$ cat config.mk
export PLATFORM = sky130hd
export DESIGN_NAME = acb_event_counter
export DESIGN_NICKNAME = d
export VERILOG_FILES = /design/src/rtl/acb_pkg.sv /design/src/rtl/acb_rev_detect.sv /design/src/rtl/acb_rev_counter.sv /design/src/rtl/acb_event_counter.sv
export SDC_FILE = /design/constraint.sdc
export NUM_CORES = 1
export LEC_CHECK = 0
export BUFFER_PORTS_ARGS = -buffer_cell sky130_fd_sc_hd__buf_4
export CORE_UTILIZATION = 59
export CTS_CLUSTER_SIZE = 40
export DETAILED_ROUTE_END_ITERATION = 6
export GPL_ROUTABILITY_DRIVEN = 0
export PLACE_DENSITY = 0.82
export SLEW_MARGIN = 20
export SYNTH_ARGS = -nofsm -noshare
export SYNTH_HDL_FRONTEND = slang
export SYNTH_SLANG_ARGS = --single-unit
$ cat constraint.sdc
create_clock -name clk_i -period 2.9 [get_ports clk_i]
set_input_delay 0.725 -clock clk_i [delete_from_list [all_inputs] [get_ports clk_i]]
set_output_delay 0.725 -clock clk_i [all_outputs]
set_load 0.01 [all_outputs]
$ cat src/rtl/acb_pkg.sv
package acb_pkg;
  typedef enum logic [1:0] {
    ST_IDLE = 2'd0,
    ST_RUN  = 2'd1,
    ST_HOLD = 2'd2
  } acb_state_e;
endpackage

$ cat src/rtl/acb_rev_detect.sv
module acb_rev_detect (
  input  logic clk_i,
  input  logic rst_ni,
  input  logic pin_i,
  output logic rev_o
);
  logic pin_q;
  logic pin_d;

  always_comb begin
    pin_d = pin_i;
  end

  always_ff @(posedge clk_i or negedge rst_ni) begin
    if (!rst_ni) begin
      pin_q <= 1'b0;
    end else begin
      pin_q <= pin_d;
    end
  end

  // any level change against the previous sample is one reversal
  assign rev_o = pin_i ^ pin_q;
endmodule

$ cat src/rtl/acb_rev_counter.sv
module acb_rev_counter
  import acb_pkg::*;
#(
  parameter int CNT_W = 8
) (
  input  logic             clk_i,
  input  logic             rst_ni,
  input  logic             rev_i,
  input  logic [CNT_W-1:0] trip_i,
  input  logic             clr_i,
  output logic             done_o,
  output acb_state_e       state_o,
  output logic [CNT_W-1:0] cnt_o
);
  localparam logic [CNT_W-1:0] CntOne  = CNT_W'(1);
  localparam logic [CNT_W-1:0] CntZero = '0;

  acb_state_e       st_q, st_d;
  logic [CNT_W-1:0] cnt_q, cnt_d;
  logic             done_q, done_d;
  logic             cnt_en, st_en, done_en;
  logic             enabled;

  assign enabled = (trip_i != CntZero);

  always_comb begin
    st_d   = st_q;
    cnt_d  = cnt_q;
    done_d = done_q;
    if (clr_i) begin
      done_d = 1'b0;
    end
    unique case (st_q)
      ST_IDLE: begin
        cnt_d = trip_i;
        if (enabled) begin
          st_d = (done_q && !clr_i) ? ST_HOLD : ST_RUN;
        end
      end
      ST_RUN: begin
        if (!enabled) begin
          st_d = ST_IDLE;
        end else if (rev_i) begin
          if (cnt_q <= CntOne) begin
            done_d = 1'b1;
            cnt_d  = trip_i;
            st_d   = ST_HOLD;
          end else begin
            cnt_d = cnt_q - CntOne;
          end
        end
      end
      ST_HOLD: begin
        if (!enabled) begin
          st_d = ST_IDLE;
        end else if (clr_i) begin
          st_d = ST_RUN;
        end
      end
      default: begin
        st_d = ST_IDLE;
      end
    endcase
  end

  assign cnt_en  = (cnt_d != cnt_q);
  assign st_en   = (st_d != st_q);
  assign done_en = (done_d != done_q);

  always_ff @(posedge clk_i or negedge rst_ni) begin
    if (!rst_ni) begin
      st_q   <= ST_IDLE;
      cnt_q  <= '0;
      done_q <= 1'b0;
    end else begin
      if (st_en)   st_q   <= st_d;
      if (cnt_en)  cnt_q  <= cnt_d;
      if (done_en) done_q <= done_d;
    end
  end

  assign done_o  = done_q;
  assign state_o = st_q;
  assign cnt_o   = cnt_q;
endmodule

$ cat src/rtl/acb_event_counter.sv
module acb_event_counter
  import acb_pkg::*;
#(
  parameter int CNT_W = 8
) (
  input  logic             clk_i,
  input  logic             rst_ni,
  input  logic             bias_i,
  input  logic [CNT_W-1:0] trip_cnt_i,
  input  logic             done_clr_i,
  output logic             done_o
);
  logic             rev;
  acb_state_e       state;
  logic [CNT_W-1:0] cnt;

  acb_rev_detect u_rev (
    .clk_i  (clk_i),
    .rst_ni (rst_ni),
    .pin_i  (bias_i),
    .rev_o  (rev)
  );

  acb_rev_counter #(.CNT_W(CNT_W)) u_cnt (
    .clk_i   (clk_i),
    .rst_ni  (rst_ni),
    .rev_i   (rev),
    .trip_i  (trip_cnt_i),
    .clr_i   (done_clr_i),
    .done_o  (done_o),
    .state_o (state),
    .cnt_o   (cnt)
  );
endmodule

==> flow_summary_export.csv <==
group,metric,value,unit
place,port_buffers,12,
layout,fin_cells,136,
clocking,cts_setup_buffers,0,
clocking,path_clk_slew,70,ps
pwr,p_comb_frac,0.534,
layout,multi_input_area,574,um2
logic_synthesis,synth_edf_count,0,
logic_synthesis,synth_area_leader_cell,"dfrtp_1",
pwr,power_frac_clock,0.106,
pwr,power_frac_seq,0.361,
clocking,cts_resized,0,
detailed_routing,vias,910,
sta,final.setup.tns,0,ps
grt,overflow,0,
sta,timing.final.max_slew_violations,0,
sta,setup_viol,0,
sta,rsz0062_at_grt,"false",
pwr,max-vdd-ir-drop,0.552,mV
logic_synthesis,synth.distinct_cells,40,
detailed_routing,wl,2.26,mm
worst_setup_path,path_max_fanout,8,
worst_setup_path,crit_chain,"buf_4 > nor4_1 > a21oi_1 > or3_1 > nand3_1",
logic_synthesis,yosysWarnings,0,
grt,grtUsageMet1,0.401,
sta,hold_viol_final,0,
pwr,p_sw_frac,0.460,
grt,grt.busiest_layer,"met2",
worst_setup_path,r2r-start,"u_cnt.cnt_o[3]$_DFFE_PN0P_",
grt,grt_use_met3,0.0479,
grt,grt_use_met2,0.508,
layout,num-fill-cells,101,
grt,grt_max_degree,16,
worst_hold_path,hold_class,"input pin to asynchronous set/reset pin",
detailed_routing,drt-initial-drc-count,47,
worst_setup_path,arrival,2390,ps
logic_synthesis,ys_ff_latch,12,
floorplan,die-area,0.00171,mm2
sta,clock_skew,1.10,ps
grt,grt.total_usage,0.311,
clocking,h-tree-depth,1,
clocking,cts-root-buf,"clkbuf_4",
outcome,status,"finished clean",
layout,drive_gt1_frac,0.207,
sta,fmax,0.458,GHz
sta,slew_headroom,0.478,
floorplan,coreArea,0.00137,mm2
layout,fin_nets,137,
detailed_routing,drc,0,
pwr,p_leak,0.437,nW
detailed_routing,dr.pass1.iters,4,
pwr,p_switching,0.438,mW
layout,area_growth,12.4,%
sta,fin_crit,2180,ps
layout,num_antenna_cells,0,
logic_synthesis,synth_fp_nets,124,
worst_setup_path,worstPathRequired,3100,ps
clocking,cts_inserted_buffers,3,
floorplan,rows,13,
logic_synthesis,ys_top_cells_by_area,"dfrtp_1 (33%), nor2_1 (5.7%), a21oi_1 (4.9%)",
grt,grt_pass1_wl,3.38,mm
logic_synthesis,seq_area_frac_synth,0.328,
pwr,power_density,925,mW/mm2
clocking,clock_path_buffers,2,
worst_setup_path,crit_slowest_cell,"nor4_1",
worst_setup_path,crit_path_start,"trip_cnt_i[3]",
run,maxCapViolations,0,
clocking,cts.sinks,12,
detailed_routing,wl_per_cell,16.6,um
logic_synthesis,syn-cell-area,915,um2
logic_synthesis,syn_area_per_cell,8.31,um2
worst_setup_path,crit_type,"input pin to flop",
floorplan,initial_core_util,0.669,
sta,tightestPinTransition,777,ps
place,place_hpwl,1.71,mm
clocking,cts_tree,"yes",
detailed_routing,via_per_inst,6.69,
floorplan,chipWidth,41.4,um
grt,grt_pass1_vias,784,
logic_synthesis,synth_commonest_cells,"nor2_1 (14), dfrtp_1 (12), a21oi_1 (9)",
grt,antenna_found_initial,0,
logic_synthesis,ys.flop_type,"dfrtp_1",
clocking,worstSkewPairLatency,270,ps
logic_synthesis,netlist_instances,110,
floorplan,die_h,41.4,um
place,post-place-cells,133,
worst_setup_path,endpoint_kind,"flop",
logic_synthesis,synth_most_common_cell,"nor2_1",
floorplan,ioPinCount,13,
detailed_routing,postRouteAntennaNets,0,
sta,fin_crit_sh,0.753,
clocking,hold_buffers,0,
worst_setup_path,max_stage_delay,690,ps
pwr,intPower,0.514,mW
logic_synthesis,synth-async-reset-ratio,1.00,
layout,seqCellArea,300,um2
logic_synthesis,synth_top_area_frac,0.328,
worst_setup_path,start_kind,"input pin",
## final cells by class
| class | instances | area share |
|---|---|---|
| clock buffer | 3 | 0.0219 |
| inverter | 6 | 0.0219 |
| multi-input combinational | 88 | 0.558 |
| sequential | 12 | 0.292 |
| tap | 15 | 0.0182 |
| timing repair buffer | 12 | 0.0876 |
## logic make-up after synthesis
family                     share of synthesized area
AOI/OAI and AO/OA                              0.289
xor gates and xnor gates                      0.0287
adders and majority gates                     0.0274
buffers and inverters                         0.0438
DFF                                            0.328
muxes                                         0.0342
and+or+nand+nor                                0.249
## registers in the layout (all words and copies together) (netlist names)
name	flops
u_cnt.done_o	1
u_rev.pin_q	1
u_cnt.cnt_o	8
u_cnt.state_o	2
## worst paths after layout
kind | to | slack [ps] | cells after the start
max in group asynchronous | u_cnt.cnt_o[5]$_DFFE_PN0P_ | 2470 | 1
min in group clk_i | u_cnt.cnt_o[1]$_DFFE_PN0P_ | 540 | 1
max | u_cnt.cnt_o[0]$_DFFE_PN0P_ | 720 | 5
min | u_cnt.cnt_o[2]$_DFFE_PN0P_ | 280 | 1
max reg2reg | u_cnt.cnt_o[1]$_DFFE_PN0P_ | 1010 | 4
min reg2reg | u_cnt.cnt_o[1]$_DFFE_PN0P_ | 540 | 1
## layer usage
layer / routed length (um) / vias up / share of wire
li1: - / 440 / -
met1: 993 / 425 / 0.44
met2: 1070 / 41 / 0.47
met3: 153 / 4 / 0.068
met4: 45 / 0 / 0.020
met5: 0 / - / 0
## critical path, delay by kind of cell
family                 cells  cell delay (ps)
AOI/OAI and AO/OA          1              370
buffers and inverters      1              120
and+or+nand+nor            3             1170
## through the flow
stage / total power, mW / hold WS, ps / worst slack, ps / utilization / instance area, um2
finish: 0.952 / 279 / 715 / 0.753 / 1030
global route: 1.02 / 289 / 644 / 0.753 / 1030
CTS: 0.944 / 283 / 802 / 0.753 / 1030
detailed placement: 0.842 / 532 / 533 / 0.736 / 1010
global placement: 0.832 / 535 / 612 / 0.736 / 1010
floorplan: 0.723 / 429 / 982 / - / 915
## cells in the final DEF, fill, tap and decap left out, types with 3 or more instances in the layout
cell / n
o21ai_0: 5
nor3_1: 3
buf_4: 12
dfrtp_1: 12
a211o_1: 3
a21oi_1: 9
nand2_1: 8
nor4_1: 3
inv_1: 6
clkbuf_4: 3
nor2_1: 14
a211oi_1: 3
## power by group through the flow
stage	sequential [mW]	combinational [mW]	clock (mW)
CTS	0.337	0.504	0.103
floorplan	0.283	0.441	0
finish	0.343	0.508	0.101
global placement	0.337	0.495	0
detailed placement	0.341	0.501	0
global route	0.355	0.559	0.111
(Power assumes the default switching activity.)
